`src/rtl/itb_pkg.sv`:
```
// Package: shared types and helpers for the interrupt target register bank.
// Assumes the private interrupt range is fixed at 32 interrupts.
package itb_pkg;

    typedef enum logic {
        REV_LEGACY = 1'b0,
        REV_GEN2   = 1'b1
    } rev_e;

    // What a byte lane of the current request maps to
    typedef enum logic [1:0] {
        LANE_ZERO   = 2'd0,
        LANE_CPU    = 2'd1,
        LANE_SHARED = 2'd2,
        LANE_BAD    = 2'd3
    } lane_e;

    localparam int PRIV_IRQS        = 32;
    localparam int LEGACY_CPU_FIRST = 29;

    // One-hot mask naming a CPU index
    function automatic logic [7:0] cpu_onehot(input logic [2:0] idx);
        return 8'd1 << idx;
    endfunction

endpackage

```
`src/rtl/itb_lane_decode.sv`:
```
// Module: itb_lane_decode
// Classifies each of the four byte lanes of a request word as zero-reading,
// CPU-mask-reading, shared storage, or out of range.
// Assumes NUM_IRQ is a multiple of 4 and NUM_IRQ/4 < 2**ADDR_W.
module itb_lane_decode
    import itb_pkg::*;
#(
    parameter int   NUM_IRQ  = 64,
    parameter int   NUM_CPU  = 4,
    parameter rev_e REVISION = REV_GEN2,
    parameter int   ADDR_W   = 8
) (
    input  logic [ADDR_W-1:0] req_word,
    output lane_e [3:0]       lane_cls,
    output logic              word_bad
);
    localparam int IRQ_W = ADDR_W + 2;
    localparam logic [ADDR_W-1:0] WORD_LIM = ADDR_W'(NUM_IRQ / 4);
    localparam logic [IRQ_W-1:0]  PRIV_L   = IRQ_W'(PRIV_IRQS);
    localparam logic [IRQ_W-1:0]  LEG_L    = IRQ_W'(LEGACY_CPU_FIRST);
    localparam bit                MULTI    = (NUM_CPU > 1);

    // Whole word beyond the configured interrupt count
    assign word_bad = (req_word >= WORD_LIM);

    for (genvar k = 0; k < 4; k++) begin : g_lane
        logic [IRQ_W-1:0] irq;
        assign irq = {req_word, 2'(k)};

        // Per-lane class from interrupt number, revision and CPU count
        always_comb begin
            if (word_bad) begin
                lane_cls[k] = LANE_BAD;
            end else if (irq >= PRIV_L) begin
                lane_cls[k] = LANE_SHARED;
            end else if (REVISION == REV_LEGACY) begin
                lane_cls[k] = (irq < LEG_L) ? LANE_ZERO : LANE_CPU;
            end else begin
                lane_cls[k] = MULTI ? LANE_CPU : LANE_ZERO;
            end
        end
    end

endmodule

```
`src/rtl/itb_store.sv`:
```
// Module: itb_store
// Holds the target bytes of the shared interrupts (32 and up). Byte j
// belongs to interrupt 32+j, i.e. word (32+j)/4, lane j%4.
// Assumes the caller gates lane_wr with the request and lane class.
module itb_store #(
    parameter int NUM_SHARED = 32,
    parameter int ADDR_W     = 8
) (
    input  logic                    clk,
    input  logic                    rst_n,
    input  logic [ADDR_W-1:0]       word,
    input  logic [3:0]              lane_wr,
    input  logic [31:0]             wdata,
    output logic [31:0]             rd_word,
    output logic [NUM_SHARED*8-1:0] tgt_flat
);
    localparam int PRIV = itb_pkg::PRIV_IRQS;

    logic [NUM_SHARED-1:0][7:0] tgt;

    // Byte-lane writes into the shared target bytes
    always_ff @(posedge clk) begin
        if (!rst_n) begin
            tgt <= '0;
        end else begin
            for (int j = 0; j < NUM_SHARED; j++) begin
                if (word == ADDR_W'((j + PRIV) / 4) && lane_wr[j % 4]) begin
                    tgt[j] <= wdata[(j % 4) * 8 +: 8];
                end
            end
        end
    end

    // Combinational read of the addressed word
    always_comb begin
        rd_word = '0;
        for (int j = 0; j < NUM_SHARED; j++) begin
            if (word == ADDR_W'((j + PRIV) / 4)) begin
                rd_word[(j % 4) * 8 +: 8] = tgt[j];
            end
        end
    end

    assign tgt_flat = tgt;

    for (genvar j = 0; j < NUM_SHARED; j++) begin : g_hold
        localparam logic [ADDR_W-1:0] MY_WORD = ADDR_W'((j + PRIV) / 4);
        // a byte changes only when its own word and lane are written
        assert_byte_hold_R2: assert property (@(posedge clk) disable iff (!rst_n)
            !(word == MY_WORD && lane_wr[j % 4]) |=> $stable(tgt_flat[j*8 +: 8]));
    end

endmodule

```
`src/rtl/itb_rsp.sv`:
```
// Module: itb_rsp
// Registers the response of each request: valid, read data and error flag,
// all one cycle after the request. Writes and bad accesses return zero.
module itb_rsp (
    input  logic        clk,
    input  logic        rst_n,
    input  logic        req_valid,
    input  logic        req_write,
    input  logic        word_bad,
    input  logic [31:0] lane_data,
    output logic        rsp_valid,
    output logic [31:0] rsp_rdata,
    output logic        rsp_err
);
    // Response register
    always_ff @(posedge clk) begin
        if (!rst_n) begin
            rsp_valid <= 1'b0;
            rsp_rdata <= '0;
            rsp_err   <= 1'b0;
        end else begin
            rsp_valid <= req_valid;
            rsp_err   <= req_valid && word_bad;
            rsp_rdata <= (req_valid && !req_write && !word_bad) ? lane_data : '0;
        end
    end

    assert_rsp_follow_R10: assert property (@(posedge clk) disable iff (!rst_n)
        req_valid |=> rsp_valid);
    assert_rsp_idle_R10: assert property (@(posedge clk) disable iff (!rst_n)
        !req_valid |=> !rsp_valid);
    assert_err_zero_R8: assert property (@(posedge clk) disable iff (!rst_n)
        (req_valid && word_bad) |=> (rsp_err && rsp_rdata == '0));
    assert_write_zero_R10: assert property (@(posedge clk) disable iff (!rst_n)
        (req_valid && req_write) |=> (rsp_rdata == '0));

endmodule

```
`src/rtl/itb_bank.sv`:
```
// Module: itb_bank (top)
// Per-interrupt CPU target register bank. Decodes each byte lane of a word
// request, answers private lanes as zero or the requester's CPU mask, stores
// shared lanes, and registers the response. Assumes NUM_IRQ is a multiple
// of 4, at least 36, and NUM_IRQ/4 < 2**ADDR_W.
module itb_bank
    import itb_pkg::*;
#(
    parameter int   NUM_IRQ  = 64,
    parameter int   NUM_CPU  = 4,
    parameter rev_e REVISION = REV_GEN2,
    parameter int   ADDR_W   = 8
) (
    input  logic                          clk,
    input  logic                          rst_n,
    input  logic                          req_valid,
    input  logic                          req_write,
    input  logic [ADDR_W-1:0]             req_word,
    input  logic [3:0]                    req_be,
    input  logic [31:0]                   req_wdata,
    input  logic [2:0]                    req_cpu,
    output logic                          rsp_valid,
    output logic [31:0]                   rsp_rdata,
    output logic                          rsp_err,
    output logic [(NUM_IRQ-32)*8-1:0]     tgt_out
);
    localparam int NUM_SHARED = NUM_IRQ - PRIV_IRQS;
    localparam logic [ADDR_W-1:0] PRIV_WORDS = ADDR_W'(PRIV_IRQS / 4);

    lane_e [3:0] lane_cls;
    logic        word_bad;
    logic [3:0]  lane_wr;
    logic [31:0] store_rd;
    logic [31:0] lane_data;

    itb_lane_decode #(
        .NUM_IRQ (NUM_IRQ),
        .NUM_CPU (NUM_CPU),
        .REVISION(REVISION),
        .ADDR_W  (ADDR_W)
    ) u_decode (
        .req_word(req_word),
        .lane_cls(lane_cls),
        .word_bad(word_bad)
    );

    // Lane write strobes: only enabled shared lanes of a valid write
    always_comb begin
        for (int k = 0; k < 4; k++) begin
            lane_wr[k] = req_valid && req_write && req_be[k] && (lane_cls[k] == LANE_SHARED);
        end
    end

    itb_store #(
        .NUM_SHARED(NUM_SHARED),
        .ADDR_W    (ADDR_W)
    ) u_store (
        .clk     (clk),
        .rst_n   (rst_n),
        .word    (req_word),
        .lane_wr (lane_wr),
        .wdata   (req_wdata),
        .rd_word (store_rd),
        .tgt_flat(tgt_out)
    );

    // Read value of each lane by its class
    always_comb begin
        for (int k = 0; k < 4; k++) begin
            case (lane_cls[k])
                LANE_CPU:    lane_data[k*8 +: 8] = cpu_onehot(req_cpu);
                LANE_SHARED: lane_data[k*8 +: 8] = store_rd[k*8 +: 8];
                default:     lane_data[k*8 +: 8] = 8'h00;
            endcase
        end
    end

    itb_rsp u_rsp (
        .clk      (clk),
        .rst_n    (rst_n),
        .req_valid(req_valid),
        .req_write(req_write),
        .word_bad (word_bad),
        .lane_data(lane_data),
        .rsp_valid(rsp_valid),
        .rsp_rdata(rsp_rdata),
        .rsp_err  (rsp_err)
    );

    // writes to private words leave all stored targets untouched
    assert_priv_write_inert_R7: assert property (@(posedge clk) disable iff (!rst_n)
        (req_valid && req_write && req_word < PRIV_WORDS) |=> $stable(tgt_out));
    // out-of-range requests leave all stored targets untouched
    assert_bad_inert_R8: assert property (@(posedge clk) disable iff (!rst_n)
        (req_valid && word_bad) |=> $stable(tgt_out));
    // reset clears storage and response
    assert_reset_clear_R9: assert property (@(posedge clk)
        !rst_n |=> (tgt_out == '0 && !rsp_valid));
    // a CPU-mask lane returns exactly one set bit
    assert_cpu_mask_onehot_R6: assert property (@(posedge clk) disable iff (!rst_n)
        (req_valid && !req_write && lane_cls[3] == LANE_CPU) |=> $onehot(rsp_rdata[31:24]));
    // a zero lane returns zero
    assert_zero_lane_R3: assert property (@(posedge clk) disable iff (!rst_n)
        (req_valid && !req_write && lane_cls[0] == LANE_ZERO) |=> (rsp_rdata[7:0] == 8'h00));

endmodule

```
`config.mk`:
```
export PLATFORM = sky130hd
export DESIGN_NAME = itb_bank
export DESIGN_NICKNAME = d
export VERILOG_FILES = /design/src/rtl/itb_pkg.sv /design/src/rtl/itb_lane_decode.sv /design/src/rtl/itb_store.sv /design/src/rtl/itb_rsp.sv /design/src/rtl/itb_bank.sv
export SDC_FILE = /design/constraint.sdc
export NUM_CORES = 1
export LEC_CHECK = 0
export BUFFER_PORTS_ARGS = -buffer_cell sky130_fd_sc_hd__buf_2
export CAP_MARGIN = 20
export CORE_ASPECT_RATIO = 0.8
export CORE_MARGIN = 2
export CORE_UTILIZATION = 50
export CTS_BUF_LIST = sky130_fd_sc_hd__clkbuf_4 sky130_fd_sc_hd__clkbuf_8
export DETAILED_ROUTE_END_ITERATION = 10
export GPL_TIMING_DRIVEN = 0
export HOLD_SLACK_MARGIN = 0.06
export PLACE_DENSITY = 0.82
export SYNTH_ARGS = -nofsm -noshare
export SYNTH_HDL_FRONTEND = slang
export SYNTH_SLANG_ARGS = --single-unit
```
`constraint.sdc`:
```
create_clock -name clk -period 3.8 [get_ports clk]
set_clock_uncertainty 0.05 [all_clocks]
set_input_delay 0.95 -clock clk [delete_from_list [all_inputs] [get_ports clk]]
set_output_delay 0.95 -clock clk [all_outputs]
set_load 0.01 [all_outputs]
```
==> results.py <==
metrics = {
    "timing": {
        "worst_pin_slew_ns": 1.232,
        "max-slew-margin-rel": 0.1716,
        "period_needed_ns": 3.472,
        "rsz0062_at_grt": "no",
        "hold_violations": 0,
        "fin_crit_sh": 0.9138,
        "slew_violations": 0,
        "max_freq_ghz": 0.2880,
        "fin_tns_setup_ns": 0,
        "setup_viol": 0,
    },
    "pwr": {
        "combPwrFrac": 0.071,
        "p_sw_frac": 0.2567,
        "powerDensity_nw_per_um2": 421.5,
        "p_leak_nw": 6.644,
        "pwr-share-seq": 0.479,
        "internal-power_mw": 4.727,
        "peakVddDrop_mv": 0.2438,
        "clkPwrFrac": 0.450,
        "p_sw_mw": 1.632,
    },
    "clocking": {
        "cts_max_path_buffers": 3,
        "root_buffer": "clkbuf_8",
        "cts_tree": "done",
        "post_cts_buffers": 0,
        "cts_sinks": 290,
        "clk_transition_reported_paths_ns": 0.07,
        "cts-resized-gates": 0,
        "h-tree-depth": 2,
        "cts-buffers-inserted": 46,
        "clock_latency_ns": 0.57,
        "cts_hold_buf": 0,
    },
    "placement": {
        "io_buffers": 337,
        "hpwlAfterDp_um": 41500,
        "finalWeightedCongestion": 1.065,
        "postPlaceCellArea_um2": 14110,
    },
    "logic_synthesis": {
        "synth_compound_area_frac": 0.2215,
        "yosysUniqueCellTypes": 43,
        "synth_top_area_frac": 0.4849,
        "synth_most_common_cell": "dfxtp_1",
        "async_flop_share": 0,
        "synth_edf_count": 0,
        "syn_inst": 1369,
        "synth_area_leader_cell": "dfxtp_1",
        "synth-simple-area-share": 0.1707,
        "synthesis.nets": 1420,
        "synth_xor_area_frac": 0,
        "avgSynthCellArea_um2": 8.745,
        "synth_top_family_by_area": "compound AO/OA/AOI/OAI gates",
        "yosysSeqAreaShare": 0.4849,
        "syn_area_um2": 11970,
        "synth_ff_type": "dfxtp_1",
        "synthTopCellsByCount": "dfxtp_1, o21ai_0, nand3_1",
        "yosys_register_bits": 290,
        "synth-adder-area-share": 0,
        "synth.area.mux_share": 0.07880,
        "yosys-top-cells-area": "dfxtp_1, o21ai_0, nand3_1, mux2i_1, a31o_2",
        "synth_warnings": 0,
    },
    "routing": {
        "wl_per_cell_um": 27.62,
        "drtIter0Drc": 2228,
        "ant_nets": 0,
        "drt-vias-per-instance": 6.570,
        "drc": 0,
        "firstDrtPassIters": 8,
        "num_vias": 13816,
        "postRouteWirelength_um": 58090,
    },
    "flow_run": {
        "maxCapViolations": 0,
    },
    "worst_setup_path": {
        "slowest_stage": "clkbuf_1",
        "critPathMostFrequentCell": "clkbuf_1",
        "critPathBufInv": 4,
        "critical_path_class": "in2reg",
        "max_stage_delay_ns": 0.70,
        "worstPathMaxFanout": 10,
        "start_kind": "input port",
        "crit_path_end_kind": "register",
        "crit_path_cell_trace": "clkbuf_1 -> clkbuf_1 -> buf_2 -> clkbuf_1 -> nor3_1 -> a21oi_1 -> nor2_1 -> o22ai_1",
        "required_ns": 4.17,
        "cp_top_family": "buffers and inverters",
        "critPathArrivalTime_ns": 3.85,
    },
    "cells_and_area": {
        "drive_gt1_frac": 0.2836,
        "nFillCells": 2031,
        "area_growth_pct": 26.02,
        "final_nets": 1811,
        "design_area_um2": 15090,
    },
    "global_routing": {
        "grt_util_all_layers": 0.4401,
        "antenna_found_initial": 4,
        "grt-ovfl-total": 0,
        "grt_pass1_wl_um": 81030,
        "grt_pass1_vias": 12404,
        "grt_max_degree": 12,
    },
    "floorplanning": {
        "die_w_um": 177,
        "initial_core_util": 0.5103,
        "die_area_um2": 25200,
        "core.rowCount": 50,
        "die_y_um": 142.4,
        "num_io_pins": 341,
        "core-area_um2": 23460,
    },
    "hold_path": {
        "min_path_type": "reg2reg",
    },
    "run_status": {
        "outcome": "finished clean",
    },
}
per-stage QoR:
stage	total power, mW	hold slack (ns)	util	setup WS (ns)	cells
after global placement	3.521	0.4120	0.5988	-0.2491	2018
final	6.360	0.4290	0.6431	0.3276	2103
after CTS	6.272	0.4287	0.6423	0.5801	2098
after floorplan	3.320	0.4455	-	1.058	1369
after global routing	6.450	0.4421	0.6430	0.3130	2102
after detailed placement	3.526	0.4206	0.6016	0.01052	2022
final timing paths:
| check | start | to | slack [ns] | cells past startpoint |
|---|---|---|---|---|
| worst max register to register | u_store.tgt_flat[114]$_SDFFE_PN0P_ | u_rsp.rsp_rdata[18]$_SDFF_PN0_ | 2.35 | 3 |
| worst min register to register | u_store.tgt_flat[165]$_SDFFE_PN0P_ | u_store.tgt_flat[165]$_SDFFE_PN0P_ | 0.43 | 2 |
| worst min-delay path | u_store.tgt_flat[165]$_SDFFE_PN0P_ | u_store.tgt_flat[165]$_SDFFE_PN0P_ | 0.43 | 2 |
| worst max-delay path | req_word[2] | u_rsp.rsp_rdata[18]$_SDFF_PN0_ | 0.33 | 8 |
state kept, by name (all words and copies together), names as in the netlist:
register and count:
u_rsp.rsp_err 1, u_rsp.rsp_rdata 32, u_rsp.rsp_valid 1, u_store.tgt_flat 256
worst reg2reg max path: cells and delay by family, from the launching register on:
family / cells / cell delay, ns
AOI/OAI and AO/OA: 3 / 0.86
DFF: 1 / 0.42
metal layers:
metal  track usage  vias to the layer above  share of wire
met3        0.1549                      267           0.17
li1              -                     5823              -
met1        0.5717                     6322           0.36
met2        0.6293                     1404           0.40
met4        0.2566                        0          0.069
met5             0                        -              0
area by class of cell:
class,instances,area (um^2),share of cell area
tap,312,390.4,0.02587
clock buffer,70,875.8,0.05805
clock inverter,6,80.08,0.005308
multi-input combinational,942,5669,0.3758
buffer,124,479.2,0.03176
antenna,3,7.507,0.0004976
inverter,13,48.80,0.003234
timing repair buffer,343,1730,0.1147
sequential,290,5806,0.3848
power groups by stage:
| stage | Clock (mW) | Sequential [mW] | Combinational (mW) |
|---|---|---|---|
| CTS | 2.81 | 3.04 | 0.416 |
| floorplan | 0 | 3.11 | 0.208 |
| global route | 2.96 | 3.04 | 0.449 |
| finish | 2.86 | 3.04 | 0.453 |
| global placement | 0 | 3.11 | 0.410 |
| detailed placement | 0 | 3.11 | 0.416 |
kinds of logic after synthesis:
kind of cell / Yosys count
and+or+nand+nor: 420
muxes: 92
buffers and inverters: 137
DFF: 290
AOI/OAI and AO/OA: 430
placed cells by master (no fill, tap or decap), types with 12 or more instances in the layout:
cell | synthesis | layout
and2_1 | 12 | 12
nor2_1 | 65 | 65
buf_1 | 23 | 23
nor3_1 | 23 | 23
mux2_2 | 18 | 18
clkbuf_1 | 95 | 95
inv_1 | 13 | 13
mux2i_1 | 74 | 74
o211ai_1 | 12 | 12
clkbuf_8 | 0 | 56
o32ai_1 | 12 | 12
o21ai_0 | 200 | 200
a31o_2 | 57 | 57
buf_2 | 5 | 342
a21oi_1 | 68 | 68
nand3_1 | 176 | 176
nand4_1 | 33 | 33
o2bb2ai_1 | 16 | 16
clkbuf_4 | 0 | 14
dfxtp_1 | 290 | 290
nand2_1 | 81 | 81
o22ai_1 | 27 | 27
Note: power is estimated with default switching activity, not from simulation.
